==> src/rtl/dxc_pkg.sv <==
package dxc_pkg;
    typedef enum logic {
        CH_IDLE = 1'b0,
        CH_RUN  = 1'b1
    } ch_state_e;

    localparam int BUS_W  = 16;
    localparam int BYTE_W = 8;
endpackage

==> src/rtl/dxc_bus_decode.sv <==
module dxc_bus_decode
    import dxc_pkg::*;
#(
    parameter int NCH   = 2,
    parameter int CNT_W = 10
) (
    input  logic                    bus_wr,
    input  logic [$clog2(2*NCH)-1:0] bus_addr,
    input  logic                    bus_size16,
    input  logic [BUS_W-1:0]        bus_wdata,
    output logic [NCH-1:0]          wr_lo,
    output logic [NCH-1:0]          wr_hi,
    output logic [BYTE_W-1:0]       lo_data,
    output logic [CNT_W-BYTE_W-1:0] hi_data
);
    localparam int ADDR_W = $clog2(2*NCH);
    localparam int CH_W   = ADDR_W - 1;
    localparam int HI_W   = CNT_W - BYTE_W;

    logic [CH_W-1:0] sel_ch;
    logic            sel_hi;

    assign sel_ch = bus_addr[ADDR_W-1:1];
    assign sel_hi = bus_addr[0];

    always_comb begin
        lo_data = bus_wdata[BYTE_W-1:0];
        if (bus_size16) begin
            hi_data = bus_wdata[CNT_W-1:BYTE_W];
        end else begin
            hi_data = bus_wdata[HI_W-1:0];
        end
    end

    for (genvar i = 0; i < NCH; i++) begin : g_dec
        logic hit;
        assign hit      = bus_wr && (sel_ch == CH_W'(i));
        assign wr_lo[i] = hit && (bus_size16 || !sel_hi);
        assign wr_hi[i] = hit && (bus_size16 || sel_hi);
    end
endmodule

==> src/rtl/dxc_chan.sv <==
module dxc_chan
    import dxc_pkg::*;
#(
    parameter int CNT_W = 10
) (
    input  logic                    clk,
    input  logic                    rst_n,
    input  logic                    wr_lo_i,
    input  logic                    wr_hi_i,
    input  logic [BYTE_W-1:0]       lo_data_i,
    input  logic [CNT_W-BYTE_W-1:0] hi_data_i,
    input  logic                    busy_i,
    input  logic                    done_i,
    output logic [CNT_W-1:0]        cnt_o,
    output logic                    term_o
);
    localparam int HI_W = CNT_W - BYTE_W;
    localparam logic [CNT_W-1:0] ONE = CNT_W'(1);

    ch_state_e       state_q, state_d;
    logic [CNT_W-1:0] cnt_q;
    logic             term_q;
    logic             wr_ok, dec_en;

    always_comb begin
        state_d = state_q;
        unique case (state_q)
            CH_IDLE: if (busy_i)  state_d = CH_RUN;
            CH_RUN:  if (!busy_i) state_d = CH_IDLE;
            default: state_d = CH_IDLE;
        endcase
    end

    always_ff @(posedge clk or negedge rst_n) begin
        if (!rst_n) state_q <= CH_IDLE;
        else        state_q <= state_d;
    end

    always_comb begin
        wr_ok  = (state_q == CH_IDLE) && !busy_i;
        dec_en = busy_i && done_i;
    end

    always_ff @(posedge clk or negedge rst_n) begin
        if (!rst_n) begin
            cnt_q  <= '0;
            term_q <= 1'b0;
        end else begin
            term_q <= dec_en && (cnt_q == ONE);
            if (wr_ok && (wr_lo_i || wr_hi_i)) begin
                if (wr_lo_i) cnt_q[BYTE_W-1:0]      <= lo_data_i;
                if (wr_hi_i) cnt_q[CNT_W-1:BYTE_W] <= hi_data_i;
            end else if (dec_en) begin
                cnt_q <= cnt_q - ONE;
            end
        end
    end

    assign cnt_o  = cnt_q;
    assign term_o = term_q;

    AST_BUSY_HOLD: assert property (@(posedge clk) disable iff (!rst_n)
        (busy_i && !done_i) |=> $stable(cnt_q));
    AST_DEC_STEP: assert property (@(posedge clk) disable iff (!rst_n)
        (busy_i && done_i) |=> (cnt_q == CNT_W'($past(cnt_q) - ONE)));
    AST_IDLE_HOLD: assert property (@(posedge clk) disable iff (!rst_n)
        (!busy_i && !wr_lo_i && !wr_hi_i) |=> $stable(cnt_q));
    AST_WRAP_FULL: assert property (@(posedge clk) disable iff (!rst_n)
        (busy_i && done_i && cnt_q == '0) |=> (cnt_q == '1));
    AST_TERM_ZERO: assert property (@(posedge clk) disable iff (!rst_n)
        term_q |-> (cnt_q == '0));
    AST_TERM_SINGLE: assert property (@(posedge clk) disable iff (!rst_n)
        term_q |=> !term_q);
endmodule

==> src/rtl/dxc_read_mux.sv <==
module dxc_read_mux
    import dxc_pkg::*;
#(
    parameter int NCH   = 2,
    parameter int CNT_W = 10
) (
    input  logic [NCH*CNT_W-1:0]     cnt_flat,
    input  logic [$clog2(2*NCH)-1:0] bus_addr,
    input  logic                     bus_size16,
    output logic [BUS_W-1:0]         bus_rdata
);
    localparam int ADDR_W = $clog2(2*NCH);
    localparam int CH_W   = ADDR_W - 1;
    localparam int HI_W   = CNT_W - BYTE_W;

    logic [CNT_W-1:0] sel_cnt;

    always_comb begin
        sel_cnt = '0;
        for (int i = 0; i < NCH; i++) begin
            if (bus_addr[ADDR_W-1:1] == CH_W'(i)) sel_cnt = cnt_flat[i*CNT_W +: CNT_W];
        end
        if (bus_size16) begin
            bus_rdata = {{(BUS_W-CNT_W){1'b0}}, sel_cnt};
        end else if (bus_addr[0]) begin
            bus_rdata = {{(BUS_W-HI_W){1'b0}}, sel_cnt[CNT_W-1:BYTE_W]};
        end else begin
            bus_rdata = {{(BUS_W-BYTE_W){1'b0}}, sel_cnt[BYTE_W-1:0]};
        end
    end
endmodule

==> src/rtl/dma_xfer_count.sv <==
module dma_xfer_count
    import dxc_pkg::*;
#(
    parameter int NCH   = 2,
    parameter int CNT_W = 10
) (
    input  logic                     clk,
    input  logic                     rst_n,
    input  logic                     bus_wr,
    input  logic [$clog2(2*NCH)-1:0] bus_addr,
    input  logic                     bus_size16,
    input  logic [15:0]              bus_wdata,
    output logic [15:0]              bus_rdata,
    input  logic [NCH-1:0]           xfer_busy,
    input  logic [NCH-1:0]           xfer_done,
    output logic [NCH-1:0]           term_pulse
);
    localparam int HI_W = CNT_W - BYTE_W;

    logic [NCH-1:0]       wr_lo, wr_hi;
    logic [BYTE_W-1:0]    lo_data;
    logic [HI_W-1:0]      hi_data;
    logic [NCH*CNT_W-1:0] cnt_flat;

    dxc_bus_decode #(.NCH(NCH), .CNT_W(CNT_W)) u_dec (
        .bus_wr    (bus_wr),
        .bus_addr  (bus_addr),
        .bus_size16(bus_size16),
        .bus_wdata (bus_wdata),
        .wr_lo     (wr_lo),
        .wr_hi     (wr_hi),
        .lo_data   (lo_data),
        .hi_data   (hi_data)
    );

    for (genvar i = 0; i < NCH; i++) begin : g_ch
        dxc_chan #(.CNT_W(CNT_W)) u_chan (
            .clk      (clk),
            .rst_n    (rst_n),
            .wr_lo_i  (wr_lo[i]),
            .wr_hi_i  (wr_hi[i]),
            .lo_data_i(lo_data),
            .hi_data_i(hi_data),
            .busy_i   (xfer_busy[i]),
            .done_i   (xfer_done[i]),
            .cnt_o    (cnt_flat[i*CNT_W +: CNT_W]),
            .term_o   (term_pulse[i])
        );
    end

    dxc_read_mux #(.NCH(NCH), .CNT_W(CNT_W)) u_rd (
        .cnt_flat  (cnt_flat),
        .bus_addr  (bus_addr),
        .bus_size16(bus_size16),
        .bus_rdata (bus_rdata)
    );

    AST_UPPER_ZERO: assert property (@(posedge clk) disable iff (!rst_n)
        bus_size16 |-> (bus_rdata[15:CNT_W] == '0));
    AST_TERM_RESET: assert property (@(posedge clk) disable iff (!rst_n)
        $rose(rst_n) |-> (term_pulse == '0));
endmodule

==> config.mk <==
export PLATFORM = sky130hd
export DESIGN_NAME = dma_xfer_count
export DESIGN_NICKNAME = d
export VERILOG_FILES = /design/src/rtl/dxc_pkg.sv /design/src/rtl/dxc_bus_decode.sv /design/src/rtl/dxc_chan.sv /design/src/rtl/dxc_read_mux.sv /design/src/rtl/dma_xfer_count.sv
export SDC_FILE = /design/constraint.sdc
export NUM_CORES = 1
export LEC_CHECK = 0
export BUFFER_PORTS_ARGS = -buffer_cell sky130_fd_sc_hd__buf_2
export CAP_MARGIN = 10
export CORE_MARGIN = 4
export CORE_UTILIZATION = 47
export DETAILED_ROUTE_END_ITERATION = 8
export PLACE_DENSITY = 0.75
export SYNTH_ARGS = -nofsm -noshare
export SYNTH_HDL_FRONTEND = slang
export SYNTH_SLANG_ARGS = --single-unit
==> constraint.sdc <==
create_clock -name clk -period 1.7 [get_ports clk]
set_input_delay 0.34 -clock clk [delete_from_list [all_inputs] [get_ports clk]]
set_output_delay 0.34 -clock clk [all_outputs]
set_load 0.005 [all_outputs]
==> impl_metrics.toml, run 1 <==
[sta]
finalHoldViolations = 0
setup_viol = 7
worst_pin_slew_ns = 0.5569
fin_crit_ns = 1.816
fin_skew_ns = 0.01072
layout_setup_ws_ns = -0.1165
finalCritPeriodShare_pct = 106.9
slew_headroom_pct = 62.87
maxSlewViolCount = 0
setup_tns_ns = -0.3672
rsz0062_at_grt = "true"
max_freq_ghz = 0.5505

[clock_tree]
root_buffer = "clkbuf_8"
cts_tree = "done"
clk_pin_slew_ns = 0.09
clk_latency_ns = 0.27
postCtsHoldBufs = 0
cts_buffer_depth = 2
cts_max_level = 1
cts.sinks = 24
numCtsBuffers = 3

[routing]
wire_per_inst_um = 16.57
routed_wl_um = 5104
top_layer_used = "met4"
via_count = 1738
drt-met1-wl_um = 2303
avgViaCountPerCell = 5.643
first_pass_iters = 5
drtIter0Drc = 125
ant_nets = 0
wl_met2_um = 2434
dr_wl_met3_um = 289
drc_errors = 0

[floorplanning]
core_area_um2 = 3442
dieHeight_um = 68.70
die_area_um2 = 4720
die_w_um = 68.70
pin_count = 44
floorplan.initialDensity_pct = 50.31
num_rows = 21

[layout]
mostFrequentLayoutCell = "buf_4"
fin_nets = 293
drive_gt1_share_pct = 38.55
syn_to_final_growth_pct = 35.77
n_antenna_cell = 0
final_cell_mix = "37 x buf_4, 31 x buf_2, 23 x dfrtp_1, 17 x a21oi_1, 15 x nor2_1"

[yosys]
ys_types = 51
synth_top_cell_by_area = "dfrtp_1"
yosysSeqAreaShare_pct = 34.68
synth_warnings = 0
synth.avg_cell_area_um2 = 8.972
synthAdderAreaFrac_pct = 2.890
synthSimpleGateAreaFrac_pct = 23.19
synth_mux_area_share_pct = 9.104
synth_top_family_by_area = "compound AO/OA/AOI/OAI gates"
synthArstFlopShare_pct = 100.0
syn-cell-area_um2 = 1732
synth_compound_area_share_pct = 23.41
netlist_instances = 193
synthTopCellsByArea = "dfrtp_1 35%, a21oi_1 5.2%, mux2i_1 5.2%"
synth_xor_area_share_pct = 0
synth_top_flop_cell = "dfrtp_1"
synth_top_area_share_pct = 34.68
ys_ff_latch = 24
synth-edff-count = 0

[outcome]
status = "complete, but fails checks"
violations = "negative setup slack"

[worst_setup_path]
reg2reg_from = "g_ch[1].u_chan.cnt_o[0]$_DFFE_PN0P_"
r2r_slack_ns = -0.07
crit_chain = "buf_6, buf_6, mux4_2, buf_2"
critical_path.startpoint = "g_ch[1].u_chan.cnt_o[1]$_DFFE_PN0P_"
reg2reg_to = "g_ch[1].u_chan.cnt_o[9]$_DFFE_PN0P_"
required_ns = 1.36
slowest_delay_ns = 0.43
cp_slowest_cell = "mux4_2"
endpoint = "bus_rdata[1]"
criticalPathCategory = "flip-flop to output port"
endpoint_kind = "output port"
cp_common_cell = "buf_6"
r2r.worst_path.cells = 4
crit_arrival_ns = 1.48
start_kind = "flip-flop"
crit_path_max_fanout = 2

[place]
dpl.hpwl_um = 3827
globalplace.congestion = 0.9493
numPortBuffers = 31

[global_route]
first_global_vias = 1612
grt_overflow = 0
antenna_found_initial = 0
grt_pass1_wl_um = 7831
grt_usage_pct = 22.29
grt_max_degree = 25

[power_and_ir_drop]
total_power_mw = 2.730
power_leakage_nw = 1.056
ir_drop_v = 0.0006137
power_density_nw_per_um2 = 1161

[flow_run]
drv_cap = 0

[worst_hold_path]
hold_path.class = "primary input to asynchronous set/reset pin"
-- Yosys cell counts (2+ instances only) --
master / n
buf_2: 3
o2bb2ai_1: 4
a31o_1: 2
nor3_1: 6
clkbuf_1: 4
o21ai_0: 7
ha_1: 4
a21boi_1: 2
o21ai_1: 11
nor3b_1: 2
o22a_1: 4
or4_1: 2
o21a_1: 2
dfrtp_1: 24
nand2_1: 11
a21oi_1: 18
a41oi_1: 2
nor2_1: 16
nand3_1: 5
nand2b_1: 3
mux2_1: 2
mux2i_1: 9
or4b_1: 3
nor2b_1: 3
a22oi_1: 2
inv_1: 6
buf_4: 8
nor4_1: 4
mux4_2: 2
-- critical path, delay by kind of cell, from the launching register on --
| kind | cells | cell delay (ns) |
|---|---|---|
| muxes | 1 | 0.43 |
| buffers and inverters | 3 | 0.37 |
| DFF | 1 | 0.40 |
-- routing by layer --
layer,up-vias,track usage (%)
li1,849,-
met1,816,32.26
met2,66,34.92
met3,7,2.431
met4,0,6.569
met5,-,0
-- report_power, final --
group	leakage (nW)	internal, mW	switching [mW]
combinational	0.743	0.722	0.645
sequential	0.285	0.766	0.199
clock	0.0288	0.207	0.190
total	1.06	1.70	1.03
-- logic make-up after synthesis --
logic type,after synthesis
flops,24
buf+inv,21
compound gates,63
other cells,1
fa+ha+maj,4
simple gates,67
mux,13
-- sequential cells by signal, indices dropped and copies added, names as in the netlist --
signal	flops
g_ch.u_chan.cnt_o	20
g_ch.u_chan.state_q	2
g_ch.u_chan.term_o	2
-- per-stage QoR --
stage | cells | setup slack, ns | hold WS (ns) | util (%) | area, um2
finish | 308 | -0.1165 | 0.04971 | 68.30 | 2351
global route | 308 | -0.1530 | 0.07817 | 68.30 | 2351
CTS | 306 | -0.1170 | 0.06429 | 65.94 | 2270
detailed placement | 298 | -0.04085 | 0.3680 | 62.96 | 2167
global placement | 298 | -0.02073 | 0.3674 | 62.96 | 2167
floorplan | 198 | -0.02268 | 0.04441 | - | 1759
-- worst min-delay path by stage --
| stage | slack (ns) | depth (start not counted) | to |
|---|---|---|---|
| after floorplan | 0.04 | 0 | g_ch[0].u_chan.cnt_o[0]$_DFFE_PN0P_ |
| after global routing | 0.08 | 1 | g_ch[0].u_chan.term_o$_DFF_PN0_ |
| after detailed placement | 0.37 | 1 | g_ch[0].u_chan.cnt_o[0]$_DFFE_PN0P_ |
| after global placement | 0.37 | 1 | g_ch[0].u_chan.cnt_o[0]$_DFFE_PN0P_ |
| after CTS | 0.06 | 1 | g_ch[1].u_chan.state_q$_DFF_PN0_ |
| final | 0.05 | 1 | g_ch[1].u_chan.cnt_o[5]$_DFFE_PN0P_ |
-- cell type report --
| cell class | instances | area (um2) |
|---|---|---|
| well taps | 46 | 57.56 |
| multi-input cells | 153 | 1102 |
| fillers | 284 | 1091 |
| clock buffers | 4 | 55.05 |
| flip-flops and latches | 24 | 601.8 |
| inverters | 6 | 22.52 |
| repair buffers | 75 | 511.7 |
-- repair_timing --
item / in CTS / in global routing
pin swaps: 2 / 3
setup buffers: 4 / 2
setup endpoints to repair: 6 / 14
gates cloned: 0 / 0
resized for setup: 5 / 17
endpoints found under the hold margin: 0 / 0
(Power assumes the default switching activity.)
==> run 2, diff against run 1 <==
PLACE_DENSITY = 0.72   (was 0.75)
clock period = 1.8 ns   (was 1.7 ns; I/O delays follow)
==> run 2 against run 1 <==
  * Largest power group unchanged
  * Power is 12% lower
  * Critical path type is now flip-flop to flip-flop
  * Die area stayed put
  * The flow now finishes without violations
  * Count of clock-buffer cells in the layout unchanged
  * Routed wire length fell by 8.3%
  * Worst setup slack better by 0.12 ns
  * Non-clock buffer count fell by 12
  * Critical path depth stayed put
  * Critical endpoint is now g_ch[0].u_chan.cnt_o[9]$_DFFE_PN0P_
  * Combinational power is 20% lower
  * Sequential share of layout area rose by 1.7 points
==> impl_metrics.toml, run 2 (synthesis results as in run 1) <==
[outcome]
status = "completed"

[clock_tree]
cts_tree = "done"
cts_max_level = 1
clk_latency_ns = 0.27
cts_buffer_depth = 2
postCtsHoldBufs = 0
clk_pin_slew_ns = 0.09
cts.sinks = 24
numCtsBuffers = 3
root_buffer = "clkbuf_8"

[sta]
max_freq_ghz = 0.5578
slew_headroom_pct = 62.90
rsz0062_at_grt = "true"
layout_setup_ws_ns = 0.007262
worst_pin_slew_ns = 0.5564
setup_viol = 0
fin_crit_ns = 1.793
fin_skew_ns = 0.001268
maxSlewViolCount = 0
finalCritPeriodShare_pct = 99.60
finalHoldViolations = 0
whs_ns = 0.06911

[layout]
n_antenna_cell = 0
fillers = 297
final_cell_mix = "31 x buf_2, 31 x buf_4, 23 x dfrtp_1, 17 x a21oi_1, 16 x nor2_1"
syn_to_final_growth_pct = 27.17
largest_reg_flops = 20
fin_nets = 281
drive_gt1_share_pct = 34.00

[worst_setup_path]
start_kind = "flip-flop"
crit_arrival_ns = 2.01
criticalPathCategory = "flip-flop to flip-flop"
slowest_delay_ns = 0.57
critPathBufInv = 0
cp_slowest_cell = "or4_4"
required_ns = 2.02
cpLargestDelayFamily = "simple AND/OR/NAND/NOR gates"
crit_chain = "or4_4, or4_1, a21oi_2, o22a_1"
endpoint_kind = "flip-flop"
crit_path_max_fanout = 4

[floorplanning]
dieHeight_um = 68.70
die_area_um2 = 4720
core_area_um2 = 3442
die_w_um = 68.70
floorplan.initialDensity_pct = 50.31
pin_count = 44
num_rows = 21

[place]
dp_slack_ns = 0.02061
dpl.hpwl_um = 3534
globalplace.congestion = 0.9149
numPortBuffers = 31

[power_and_ir_drop]
ir_drop_v = 0.0006993
power_leakage_nw = 0.9846
total_power_mw = 2.393
power_density_nw_per_um2 = 1087

[routing]
drc_errors = 0
avgViaCountPerCell = 5.716
first_pass_iters = 4
ant_nets = 0
wire_per_inst_um = 15.81
via_count = 1692
drtIter0Drc = 189
routed_wl_um = 4680

[global_route]
antenna_found_initial = 0
grt_pass1_wl_um = 7355
first_global_vias = 1538
grt_max_degree = 25
grt_usage_pct = 21.05
grt_overflow = 0

[flow_run]
drv_cap = 0

[worst_hold_path]
hold_path.class = "primary input to asynchronous set/reset pin"
[run 2: report_power, final]
part,switching [mW],total [mW],internal (mW)
combinational,0.531,1.10,0.568
sequential,0.197,0.921,0.724
clock,0.178,0.374,0.196
total,0.906,2.39,1.49
[run 2: path summary, 6_finish.rpt]
check | cells after the start | slack (ns) | end | startpoint
worst max-delay path | 4 | 0.007 | g_ch[0].u_chan.cnt_o[9]$_DFFE_PN0P_ | g_ch[0].u_chan.cnt_o[1]$_DFFE_PN0P_
worst min-delay path | 1 | 0.07 | g_ch[0].u_chan.state_q$_DFF_PN0_ | rst_n
worst max register to register | 4 | 0.007 | g_ch[0].u_chan.cnt_o[9]$_DFFE_PN0P_ | g_ch[0].u_chan.cnt_o[1]$_DFFE_PN0P_
worst min register to register | 1 | 0.58 | g_ch[1].u_chan.cnt_o[6]$_DFFE_PN0P_ | g_ch[1].u_chan.cnt_o[6]$_DFFE_PN0P_
max in group asynchronous | 1 | 1.33 | g_ch[1].u_chan.cnt_o[0]$_DFFE_PN0P_ | rst_n
min in group clk | 1 | 0.28 | g_ch[1].u_chan.state_q$_DFF_PN0_ | xfer_busy[1]
[run 2: timing repair]
action / in CTS / in global routing
setup endpoints to repair: 1 / 9
buffers inserted: 1 / 3
resized for setup: 1 / 9
cloned: 0 / 0
pin swaps: 0 / 1
[run 2: worst register-to-register path, stage by stage (launching register included)]
cell and delay (ns):
dfrtp_1 0.43, or4_4 0.57, or4_1 0.45, a21oi_2 0.15, o22a_1 0.13
[run 2: final cells by class]
type / instances / area (um2) / area share (%)
clock buffers: 4 / 55.05 / 2.500
multi-input cells: 153 / 1066 / 48.41
flip-flops and latches: 24 / 601.8 / 27.33
inverters: 6 / 22.52 / 1.023
repair buffers: 63 / 399.1 / 18.13
well taps: 46 / 57.56 / 2.614
[run 2: metal layers]
metal | global-route usage, % | up-vias | part of all wire (%)
li1 | - | 821 | -
met1 | 31.32 | 790 | 47
met2 | 30.75 | 73 | 43
met3 | 3.241 | 8 | 8.5
met4 | 7.299 | 0 | 1.7
met5 | 0 | - | 0
[run 2: stage by stage]
| stage | utilization [%] | setup TNS [ns] | cells | instance area (um2) |
|---|---|---|---|---|
| 2_1_floorplan | - | 0 | 198 | 1750 |
| 3_3_place_gp | 60.52 | 0 | 288 | 2083 |
| 3_5_place_dp | 60.52 | 0 | 288 | 2083 |
| 4_1_cts | 62.45 | 0 | 293 | 2150 |
| 5_1_grt | 63.98 | -0.09879 | 296 | 2202 |
| 6_report | 63.98 | 0 | 296 | 2202 |
